File: src/rtl/flagpred_pkg.sv
package flagpred_pkg;
  localparam int NFLAG     = 4;
  localparam int FLG_ODD   = 0;
  localparam int FLG_ZERO  = 1;
  localparam int FLG_NEG   = 2;
  localparam int FLG_CARRY = 3;
  typedef logic [NFLAG-1:0] flag_vec_t;
endpackage

File: src/rtl/flagpred_rst_sync.sv
module flagpred_rst_sync #(
  parameter int STAGES = 2
) (
  input  logic clk,
  input  logic rst_n,
  output logic rst_sync_n
);
  logic [STAGES-1:0] sync_q;
  logic [STAGES-1:0] sync_d;

  always_comb begin
    sync_d = {sync_q[STAGES-2:0], 1'b1};
  end

  always_ff @(posedge clk or negedge rst_n) begin
    if (!rst_n) sync_q <= '0;
    else        sync_q <= sync_d;
  end

  assign rst_sync_n = sync_q[STAGES-1];
endmodule

File: src/rtl/flagpred_calc.sv
module flagpred_calc
  import flagpred_pkg::*;
#(
  parameter int DATA_W = 8
) (
  input  logic [DATA_W-1:0] result,
  input  logic              carry,
  output flag_vec_t         flags
);
  always_comb begin
    flags            = '0;
    flags[FLG_CARRY] = carry;
    flags[FLG_NEG]   = result[DATA_W-1];
    flags[FLG_ZERO]  = (result == '0);
    flags[FLG_ODD]   = result[0];
  end
endmodule

File: src/rtl/flagpred_cond.sv
module flagpred_cond
  import flagpred_pkg::*;
(
  input  logic      valid,
  input  flag_vec_t mask,
  input  flag_vec_t flags,
  output logic      exec
);
  logic [NFLAG-1:0] hit;

  for (genvar i = 0; i < NFLAG; i++) begin : g_hit
    assign hit[i] = mask[i] & flags[i];
  end

  always_comb begin
    exec = valid & ((mask == '0) | (|hit));
  end
endmodule

File: src/rtl/flagpred_pipe.sv
module flagpred_pipe
  import flagpred_pkg::*;
(
  input  logic      clk,
  input  logic      rst_n,
  input  logic      adv,
  input  logic      wr,
  input  flag_vec_t new_flags,
  output flag_vec_t vis_flags
);
  flag_vec_t pend_q, pend_d;
  flag_vec_t vis_q,  vis_d;

  always_comb begin
    pend_d = pend_q;
    vis_d  = vis_q;
    if (adv) begin
      vis_d = pend_q;
      if (wr) pend_d = new_flags;
    end
  end

  always_ff @(posedge clk or negedge rst_n) begin
    if (!rst_n) begin
      pend_q <= '0;
      vis_q  <= '0;
    end else begin
      pend_q <= pend_d;
      vis_q  <= vis_d;
    end
  end

  assign vis_flags = vis_q;


  idle_hold_chk: assert property (@(posedge clk) disable iff (!rst_n)
    !adv |=> ($stable(vis_q) && $stable(pend_q)));


  slot_delay_chk: assert property (@(posedge clk) disable iff (!rst_n)
    adv |=> (vis_q == $past(pend_q)));


  no_write_chk: assert property (@(posedge clk) disable iff (!rst_n)
    !wr |=> $stable(pend_q));
endmodule

File: src/rtl/flagpred_top.sv
module flagpred_top
  import flagpred_pkg::*;
#(
  parameter int DATA_W = 8
) (
  input  logic              clk,
  input  logic              rst_n,
  input  logic              instr_valid,
  input  logic [3:0]        cond_mask,
  input  logic [DATA_W-1:0] alu_result,
  input  logic              alu_carry,
  input  logic              flag_we,
  output logic              exec_en,
  output logic [3:0]        cur_flags
);
  logic      rst_sync_n;
  flag_vec_t calc_flags;
  flag_vec_t vis_flags;
  logic      commit_wr;

  flagpred_rst_sync #(.STAGES(2)) u_rst (
    .clk        (clk),
    .rst_n      (rst_n),
    .rst_sync_n (rst_sync_n)
  );

  flagpred_calc #(.DATA_W(DATA_W)) u_calc (
    .result (alu_result),
    .carry  (alu_carry),
    .flags  (calc_flags)
  );

  flagpred_cond u_cond (
    .valid (instr_valid),
    .mask  (cond_mask),
    .flags (vis_flags),
    .exec  (exec_en)
  );

  assign commit_wr = exec_en & flag_we;

  flagpred_pipe u_pipe (
    .clk       (clk),
    .rst_n     (rst_sync_n),
    .adv       (instr_valid),
    .wr        (commit_wr),
    .new_flags (calc_flags),
    .vis_flags (vis_flags)
  );

  assign cur_flags = vis_flags;


  uncond_exec_chk: assert property (@(posedge clk) disable iff (!rst_sync_n)
    (instr_valid && cond_mask == 4'b0000) |-> exec_en);


  masked_exec_chk: assert property (@(posedge clk) disable iff (!rst_sync_n)
    (exec_en && cond_mask != 4'b0000) |-> ((cond_mask & cur_flags) != 4'b0000));


  predoff_hold_chk: assert property (@(posedge clk) disable iff (!rst_sync_n)
    (instr_valid && !exec_en) ##1 (instr_valid) |=> $stable(cur_flags));


  idle_exec_chk: assert property (@(posedge clk) disable iff (!rst_sync_n)
    !instr_valid |-> !exec_en);
endmodule

File: config.mk
export PLATFORM = sky130hd
export DESIGN_NAME = flagpred_top
export DESIGN_NICKNAME = d
export VERILOG_FILES = /design/src/rtl/flagpred_pkg.sv /design/src/rtl/flagpred_rst_sync.sv /design/src/rtl/flagpred_calc.sv /design/src/rtl/flagpred_cond.sv /design/src/rtl/flagpred_pipe.sv /design/src/rtl/flagpred_top.sv
export SDC_FILE = /design/constraint.sdc
export NUM_CORES = 1
export LEC_CHECK = 0
export BUFFER_PORTS_ARGS = -buffer_cell sky130_fd_sc_hd__buf_2
export CAP_MARGIN = 20
export CORE_AREA = 2 2 39 41
export CTS_CLUSTER_SIZE = 16
export DETAILED_ROUTE_END_ITERATION = 16
export DIE_AREA = 0 0 41 43
export PLACE_DENSITY = 0.58
export REMOVE_ABC_BUFFERS = 1
export SLEW_MARGIN = 20
export SYNTH_ARGS = -nofsm -noshare
export SYNTH_HDL_FRONTEND = slang
export SYNTH_SLANG_ARGS = --single-unit
File: constraint.sdc
create_clock -name clk -period 2.3 [get_ports clk]
set_input_delay 0.46 -clock clk [delete_from_list [all_inputs] [get_ports clk]]
set_output_delay 0.46 -clock clk [all_outputs]
set_load 0.02 [all_outputs]
# --- Word level (Yosys, flattened, before mapping) ---
# Cells that the tools add are included.
classes:
  n_bitwise: 7
  n_reduce_logical: 4
op_table:
  columns: ["cell", "n"]
  rows:
  - ["8-bit zero test", 1]
  - ["1-bit AND", 6]
  - ["4-bit zero test", 1]
  - ["4-bit OR reduction", 1]
  - ["2-bit AND reduction", 1]
  - ["1-bit OR", 1]
totals:
  regBits: 10
  inputBits: 17
  word_cells: 14

# --- Longest topological paths before layout ---
# Gate-level depths: netlist of the first run.
logic_depth:
  depth_word: 6
  ltp_mapped: 3

# --- Hierarchy ---
# From an unflattened synthesis of the first run, not the netlist that was laid out.
unflattened:
  hier_cells: 32
  hier_area_um2: 450.4
by_module_without_submodules:
  columns: ["mod", "n_inst", "cells_per_inst", "area_each_um2", "seq_area_each_um2"]
  rows:
  - ["flagpred_pipe", 1, 17, 316.6, 200.2]
  - ["flagpred_rst_sync", 1, 3, 53.8, 50.0]
  - ["flagpred_calc", 1, 6, 41.3, 0.0]
  - ["flagpred_cond", 1, 5, 32.5, 0.0]
  - ["flagpred_top", 1, 1, 6.3, 0.0]

# --- Least setup slack after synthesis of the first run ---
# Ideal clock, no wire load.
synth_timing:
  path_type: "input to output"
  startpoint: "input cond_mask[2]"
  endpoint: "output exec_en"
  t_arrival_ps: 1440
  t_required_ps: 1840
  slack_ps: 400
  cell_stages: 2
  path_cell_list: "or4_4 > a31oi_1"
synth_between:
  elab_chain_len: 4
synth_rtl:
  columns: ["element", "line_no", "rtl"]
  rows:
  - ["start, declared", "flagpred_top.sv:9", "input logic [3:0] cond_mask,"]
  - ["1-bit AND", "flagpred_cond.sv:12", "assign hit[i] = mask[i] & flags[i];"]
  - ["4-bit OR reduction", "flagpred_cond.sv:16", "exec = valid & ((mask == '0) | (|hit));"]
  - ["1-bit OR (*)", "flagpred_cond.sv:16", null]
  - ["1-bit AND (*)", "flagpred_cond.sv:16", null]
  - ["end, declared", "flagpred_top.sv:13", "output logic exec_en,"]
# Mark *: on every way between the ends. The rest lies on a longest branch, timed or not.

# --- Final worst setup path of the first run ---
# Ends and elaborated chain as after synthesis.

==> results.md, run 1 <==
* Clk slew on worst S/H paths at 0.07 ns
* DP Area at around 550 um2
* Row cnt at 14
* Worst setup EP type: output pin
* Worst EP arrival at approximately 1.5 ns
* Max-cap violations at 0
* Commonest cells after routing, fill and taps aside: buf_2, dfrtp_1, mux2_2
* Layout Area Growth over Synthesis at 40.4%
* Commonest non-fill, non-tap cell in the layout: buf_2
* Met1 Usage GRT at approximately 10%
* Status: finished clean
* Hold Slack at 0.127 ns
* Gr busiest metal: met2
* Hold WC Path Type: reg -> async
* First-pass GRT wire length at between 1 and 1.5 mm
* GRT overflow at 0
* DRC viols at 0
* GRT Total Usage at about a tenth
* Pins over their slew limit at 0
* Die X at a little over 40 um
* Vias in the first global route at roughly 300
* Io pins at 22
* Cells after Synth at 30
* CP required at around 1.8 ns
* Worst VDD drop at 0.431 mV
* Hpwl dp at between 600 and 700 um
* Met2 Use GR at ~16%
* CTS max path bufs at 2
* Post-synthesis register bit count at 10
* Tmin final at around 1.9 ns
* ANT cells at 0
* Leakage at between 0.0002 and 0.0003 uW
* Synth Warn # at 0
* Die area at about 1800 um2
* Unrepaired setup endpoints after global routing: false
* Port Buf Inserts at 21
* Hold Fails Final Rpt at 0
* Clock Latency Late Sink at 0.26 ns
* Initial DRC count at 0
* Share of cells above drive strength 1 at 60.7%
* Core ar. at about 1400 um2
* Sequential element share of the synthesized area at slightly below 60%
* Synth Area per Inst at 14.1 um2
* Root Buffer: clkbuf_4
* Met3 GRT Util at 3.14%
* Routed via count at ~330
* # clock sinks at 10
* Synthesized area at 424 um2
* Height of the die at between 40 and 50 um
* Layout Skew at around 0.0012 ns
* Crit path max fanout at 2
* GP Congestion at around 0.63
* Fmax at around 520 MHz
* WL/cell at 10.2 um
* TritonCTS buffer count at 3
* Number of antenna violations at the first check in global routing at 0
* Kind of critical path: in -> out
* H-tree lvl count at 1
* Final worst setup slack at approximately 0.39 ns
* Antenna viol nets, final at 0
* Final WL at ~740 um
* Vias/cell at approximately 4.6
* Dpl ws at about 0.39 ns
* Pwr dens at approximately 1000 nW/um2
* CTS tree: done
* Drt first pass iters at 1
* Setup crit start kind: input pin
* Setup Fix Bufs, Post-CTS at 0
* Final Setup Violations at 0
* Filler cells at 130
* Unique cell type count in the Yosys netlist at 11
* Final Cell Area at roughly 600 um2
* Final period util at between 80 and 90%
* Fin Setup TNS at 0 ns
* Largest net degree at the start of global routing at 9
* Net count, final at between 70 and 80
* Initial core utilization at a little under a third
==> synth_stat cells <==
library cell	count	area (um2)
dfrtp_1	10	250
mux2_2	7	78.8
a22oi_1	2	15.0
inv_1	2	7.51
nand2_1	2	7.51
nor4_1	2	12.5
a31oi_1	1	6.26
a31oi_4	1	21.3
conb_1	1	3.75
mux2i_1	1	10.0
or4_4	1	11.3
==> final timing paths <==
check / from / depth (start not counted) / slack (ns) / to
hold / removal: u_rst.sync_q[1] / 0 / 0.13 / u_pipe.pend_q[2]
setup / recovery: cond_mask[2] / 4 / 0.39 / exec_en
hold reg to reg: u_rst.sync_q[1] / 0 / 0.13 / u_pipe.pend_q[2]
min in group clk: u_rst.sync_q[0] / 0 / 0.35 / u_rst.sync_q[1]
max in group asynchronous: rst_n / 2 / 1.71 / u_rst.sync_q[1]
setup reg to reg: u_pipe.vis_flags[2] / 3 / 1.00 / u_pipe.pend_q[3]
==> power breakdown <==
| part | switching (uW) | internal [uW] |
|---|---|---|
| Combinational | 90.8 | 89.2 |
| Clock | 60.4 | 96.1 |
| Sequential | 32.1 | 232 |
==> flip-flops by register name (all words and copies together), names as in the netlist <==
name	cells
u_pipe.vis_flags	4
u_rst.sync_q	2
u_pipe.pend_q	4
==> per-stage QoR <==
step	instances	power [uW]	utilization [%]
after floorplan	30	387	-
after global routing	72	636	43.0
final	72	601	43.0
after detailed placement	67	450	39.7
after CTS	72	606	43.0
after global placement	67	447	39.7
==> critical path, stage by stage <==
cell     delay (ns)
buf_2          0.11
or4_4          0.54
a31oi_1        0.16
buf_2          0.18
==> final cells by class <==
class | instances | area [um2] | area share (%)
sequential | 10 | 250 | 42.0
multi-input combinational | 18 | 166 | 27.9
timing repair buffer | 22 | 115 | 19.3
clock buffer | 4 | 36.3 | 6.09
tap | 16 | 20.0 | 3.36
inverter | 2 | 7.51 | 1.26
==> layer usage <==
layer | up-vias | routed length, um
met2 | 13 | 348
met3 | 2 | 68
li1 | 163 | -
met5 | - | 0
met1 | 153 | 302
met4 | 0 | 18
==> logic make-up after synthesis <==
logic type | Yosys count | synth area share [%]
flops | 10 | 59.0
other cells | 1 | 0.884
compound gates | 4 | 10.0
buf+inv | 2 | 1.77
simple gates | 5 | 7.37
mux | 8 | 20.9
==> timing repair <==
item | 4_1_cts | 5_1_grt
endpoints found under the hold margin | 2 | 0
hold buffers | 1 | 0
gates resized for setup | 0 | 0
Note: power is estimated with default switching activity, not from simulation.
==> run 2, diff against run 1 <==
- clock period: 2.3 -> 1.8 ns (I/O delays scaled with it)
==> results.md, run 2 (synthesized netlist as in run 1, its figures left out) <==
* Status: finished clean
* TritonCTS buffer count at 3
* Met2 Use GR at 17.5%
* H-tree lvl count at 1
* Die area at 1760 um2
* Setup crit start kind: input pin
* Commonest non-fill, non-tap cell in the layout: buf_2
* Io pins at 22
* Clock Latency Late Sink at ~0.26 ns
* GRT Total Usage at a little over a tenth
* Worst EP arrival at between 1 and 1.5 ns
* WL/cell at roughly 11 um
* FF-to-FF path depth at 3
* Share of cells above drive strength 1 at 60.7%
* Hold WC Path Type: reg -> async
* Fmax at 573 MHz
* CTS tree: done
* Number of antenna violations at the first check in global routing at 0
* Commonest cells after routing, fill and taps aside: buf_2, dfrtp_1, mux2_2
* Core ar. at between 1000 and 1500 um2
* Pwr dens at roughly 1300 nW/um2
* Die X at 41 um
* Gr busiest metal: met2
* Layout Skew at around 0.0046 ns
* Initial DRC count at 3
* GRT overflow at 0
* Net count, final at between 70 and 80
* Crit path from: cond_mask[2]
* GP Congestion at ~0.62
* Fin Setup TNS at 0 ns
* Met1 Usage GRT at between 10% and 20%
* Max-cap violations at 0
* Largest net degree at the start of global routing at 9
* Final Setup Violations at 0
* Met3 GRT Util at between 4 and 5%
* DRC viols at 0
* Row cnt at 14
* Antenna viol nets, final at 0
* RR Startpoint: u_pipe.vis_flags[0]
* Core Util, Final at roughly 43%
* Worst VDD drop at around 0.46 mV
* Leakage at ~0.00029 uW
* Reg2reg end: u_pipe.pend_q[2]
* Initial core utilization at about 31%
* CTS max path bufs at 2
* CP required at between 1 and 1.5 ns
* Worst setup EP type: output pin
* Kind of critical path: in -> out
* Port Buf Inserts at 21
* Clk slew on worst S/H paths at roughly 0.070 ns
* # clock sinks at 10
* Crit path max fanout at 2
* Tmin final at about 1.7 ns
* Vias/cell at about 4.6
* Height of the die at 43 um
* First-pass GRT wire length at approximately 1.2 mm
* Root Buffer: clkbuf_4
* Crit path capture: exec_en
* Drt first pass iters at 2
* Hpwl dp at ~670 um
* Unrepaired setup endpoints after global routing: false
* R2R setup slack at 0.50 ns
* Vias in the first global route at 318
* Final period util at between 90% and 100%
* CTS resizes at 0
* Final WL at between 700 and 800 um
* Pins over their slew limit at 0
* ANT cells at 0
* Routed via count at 330
* Hold Fails Final Rpt at 0
* Layout Area Growth over Synthesis at 40.4%
## run 2: cell counts in the layout (fill, tap and decap cells not counted)
Identical to the previous run, type by type.
## run 2: worst max-delay path: stages
cell and delay, ns:
buf_2 0.10, or4_4 0.55, a31oi_1 0.19, buf_2 0.18
## run 2: worst min path at each step
stage	end	slack, ns
after floorplan	u_rst.sync_q[0]	0.06
after global placement	u_pipe.pend_q[1]	0.14
after detailed placement	u_pipe.pend_q[1]	0.13
after CTS	u_pipe.pend_q[1]	0.14
after global routing	u_pipe.vis_flags[2]	0.16
final	u_pipe.pend_q[1]	0.13
## run 2: per-layer routing
| metal | vias up | routed length (um) |
|---|---|---|
| met4 | 0 | 0 |
| met2 | 13 | 418 |
| met1 | 157 | 307 |
| met5 | - | 0 |
| met3 | 0 | 65 |
| li1 | 160 | - |
## run 2: area by class of cell
type                    count  area (um2)
clock buffers               4        36.3
fillers                   135         788
inverters                   2        7.51
multi-input cells          18         166
flip-flops and latches     10         250
well taps                  16        20.0
repair buffers             22         115
## run 2: power by group
group	internal, uW	total [uW]	switching (uW)
Clock	123	196	73.6
Combinational	114	231	117
Sequential	297	343	45.8
Total	534	770	237
## run 2: repair_timing
action,in CTS,in global routing
hold buffers,1,0
buffers inserted,0,0
endpoints found under the hold margin,2,0
## run 2: stage by stage
step / total power [uW] / setup slack [ns] / cells / hold WS (ns) / area (um2)
final: 770 / 0.0557 / 72 / 0.126 / 596
after global routing: 822 / 0.0143 / 72 / 0.162 / 596
after CTS: 785 / 0.0607 / 72 / 0.141 / 596
after detailed placement: 581 / 0.0633 / 67 / 0.134 / 549
after global placement: 578 / 0.0630 / 67 / 0.137 / 549
after floorplan: 494 / 0.100 / 30 / 0.0644 / 424
==> run 3, diff against run 2 <==
- GPL_TIMING_DRIVEN: default -> 0
- PLACE_DENSITY: 0.58 -> 0.6
- SYNTH_HIERARCHICAL: default -> 1
- clock period: 1.8 -> 2.05 ns (I/O delays scaled with it)
==> results.md, run 3 <==
* DP Area at 553 um2
* Final period util at 88.9%
* Height of the die at between 40 and 50 um
* Post-synthesis register bit count at 10
* Cells after Synth at 32
* RR Startpoint: u_pipe/vis_flags[2]
* Pins over their slew limit at 0
* Initial DRC count at 0
* GP Congestion at roughly 0.6
* # clock sinks at 10
* Antenna viol nets, final at 0
* Worst stage delay on the critical path at between 0.5 and 0.6 ns
* First-pass GRT wire length at 1.04 mm
* Root Buffer: clkbuf_4
* DRC viols at 0
* Dominant cells by area after synthesis: dfrtp_1, mux2_4, mux2_2
* Setup crit start kind: input pin
* Layout Skew at between 0.003 and 0.004 ns
* Final Cell Area at slightly below 600 um2
* Cell breakdown of the critical path: buf_2 -> or4_1 -> a31oi_1 -> buf_2
* Row cnt at 14
* R2R setup slack at 0.64 ns
* Hold Slack at approximately 0.12 ns
* Die X at just over 40 um
* Layout Area Growth over Synthesis at 30.0%
* Share of cells above drive strength 1 at 61.1%
* Die area at around 1800 um2
* WL/cell at about 10 um
* Io pins at 22
* Sequential element share of the synthesized area at roughly 56%
* Crit path max fanout at 2
* Reg2reg end: u_pipe/pend_q[3]
* Largest net degree at the start of global routing at 9
* Synth Warn # at 6
* FF+latch area at 250 um2
* Kind of critical path: in -> out
* Worst setup EP type: output pin
* Commonest non-fill, non-tap cell in the layout: buf_2
* Clock Latency Late Sink at around 0.26 ns
* FF-to-FF path depth at 5
* Synth area leader: dfrtp_1
* Unique cell type count in the Yosys netlist at 12
* Clk slew on worst S/H paths at 0.06 ns
* Post-synth EDFFs at 0
* Net count, final at 73
* Synth Area per Inst at around 14 um2
* TritonCTS buffer count at 3
* Synthesized area at roughly 450 um2
* Initial core utilization at 32.5%
* CP required at about 1.6 ns
* Max-cap violations at 0
* Top-count cell post-synth: dfrtp_1
* Unrepaired setup endpoints after global routing: false
* Number of antenna violations at the first check in global routing at 0
* Tot Pwr at between 600 and 700 uW
* GRT Total Usage at a little under a tenth
* Area of the multi-input gates at between 150 and 200 um2
* Commonest cells after routing, fill and taps aside: buf_2, dfrtp_1, mux2_4, mux2_2
* H-tree lvl count at 1
* ANT cells at 0
* Pwr dens at 1060 nW/um2
* Vias/cell at approximately 4.5
* Final WL at 723 um
* Synth async-reset ratio at between 90% and 100%
* Worst EP arrival at ~1.4 ns
* CTS max path bufs at 2
* Crit path from: cond_mask[1]
* Tmin final at 1.82 ns
* Top FF cell, synth: dfrtp_1
* Fin Setup TNS at 0 ns
* GRT overflow at 0
* Leakage at between 0.0003 and 0.0004 uW
* Final Setup Violations at 0
* Core ar. at 1380 um2
* Hold Fails Final Rpt at 0
* Vias in the first global route at 280
* Fmax at around 550 MHz
* CTS tree: done
* Top cell type's share of synthesized area at 55.6%
* Synth top cells by count: dfrtp_1, mux2_2, mux2_4, buf_4, or4_1
* Drt first pass iters at 1
* Port Buf Inserts at 21
* Slowest CP cell: or4_1
* Setup Fix Bufs, Post-CTS at 0
* Status: finished clean
* Filler cells at 140
* Worst VDD drop at slightly above 0.4 mV
* Routed via count at about 320
* Most Frequent Cell on Critical Path: buf_2
* Hold WC Path Type: reg -> async
==> run 3: changes by cell type after synthesis <==
cell / delta
mux2_2: -3
a31oi_4: -1
nor4_1: -2
buf_4: +3
mux2i_1: -1
mux2_4: +4
or4_1: +3
inv_1: -1
nor2_1: +1
nand2_4: +1
nand2_1: -2
or4_4: -1
and2_1: +1
==> run 3: critical path, delay by kind of cell <==
| kind | cells | cell delay (ns) |
|---|---|---|
| AND/OR/NAND/NOR | 1 | 0.51 |
| buffers and inverters | 2 | 0.29 |
| AO/OA/AOI/OAI | 1 | 0.20 |
==> run 3: power breakdown <==
group          internal, uW  switching (uW)
combinational           110            88.9
clock                  67.3            58.2
sequential              259            39.7
==> run 3: area by class of cell <==
class	count	area share, %
inverters	1	0.641
multi-input cells	18	29.7
well taps	16	3.42
repair buffers	22	19.7
flip-flops and latches	10	42.7
clock buffers	3	3.85
==> run 3: layer usage <==
| metal | wire [um] | track usage [%] | share of wire, % | up-vias |
|---|---|---|---|---|
| li1 | - | - | - | 156 |
| met1 | 323 | 10.1 | 45 | 142 |
| met2 | 307 | 13.1 | 42 | 20 |
| met3 | 92 | 3.14 | 13 | 0 |
| met4 | 0 | 8.00 | 0 | 0 |
| met5 | 0 | 0 | 0 | - |
==> run 3: worst max path at each step <==
stage	end	slack, ns	cells after the start
2_1_floorplan	u_pipe/pend_q[0]	-0.04	5
3_3_place_gp	u_pipe/pend_q[3]	0.12	6
3_5_place_dp	u_pipe/pend_q[3]	0.13	6
4_1_cts	exec_en	0.23	4
5_1_grt	exec_en	0.18	4
6_report	exec_en	0.23	4
==> run 3: kinds of logic (layout without fill, tap and decap cells) <==
family / after synthesis / in the layout / synth area share [%]
AOI/OAI and AO/OA: 3 / 3 / 4.72
buffers and inverters: 4 / 26 / 5.83
DFF: 10 / 10 / 55.6
muxes: 8 / 8 / 23.3
other: 1 / 1 / 0.833
and+or+nand+nor: 6 / 6 / 9.72
==> run 3: through the flow <==
step	utilization, %	instances	setup WS, ns
final	42.3	70	0.228
after global routing	42.3	70	0.184
after CTS	42.3	70	0.226
after detailed placement	40.0	66	0.129
after global placement	40.0	66	0.122
after floorplan	-	29	-0.0398
==> run 3: what timing repair did <==
item	in CTS	in global routing
hold buffers	1	0
endpoints found under the hold margin	2	0
resized for setup	0	0
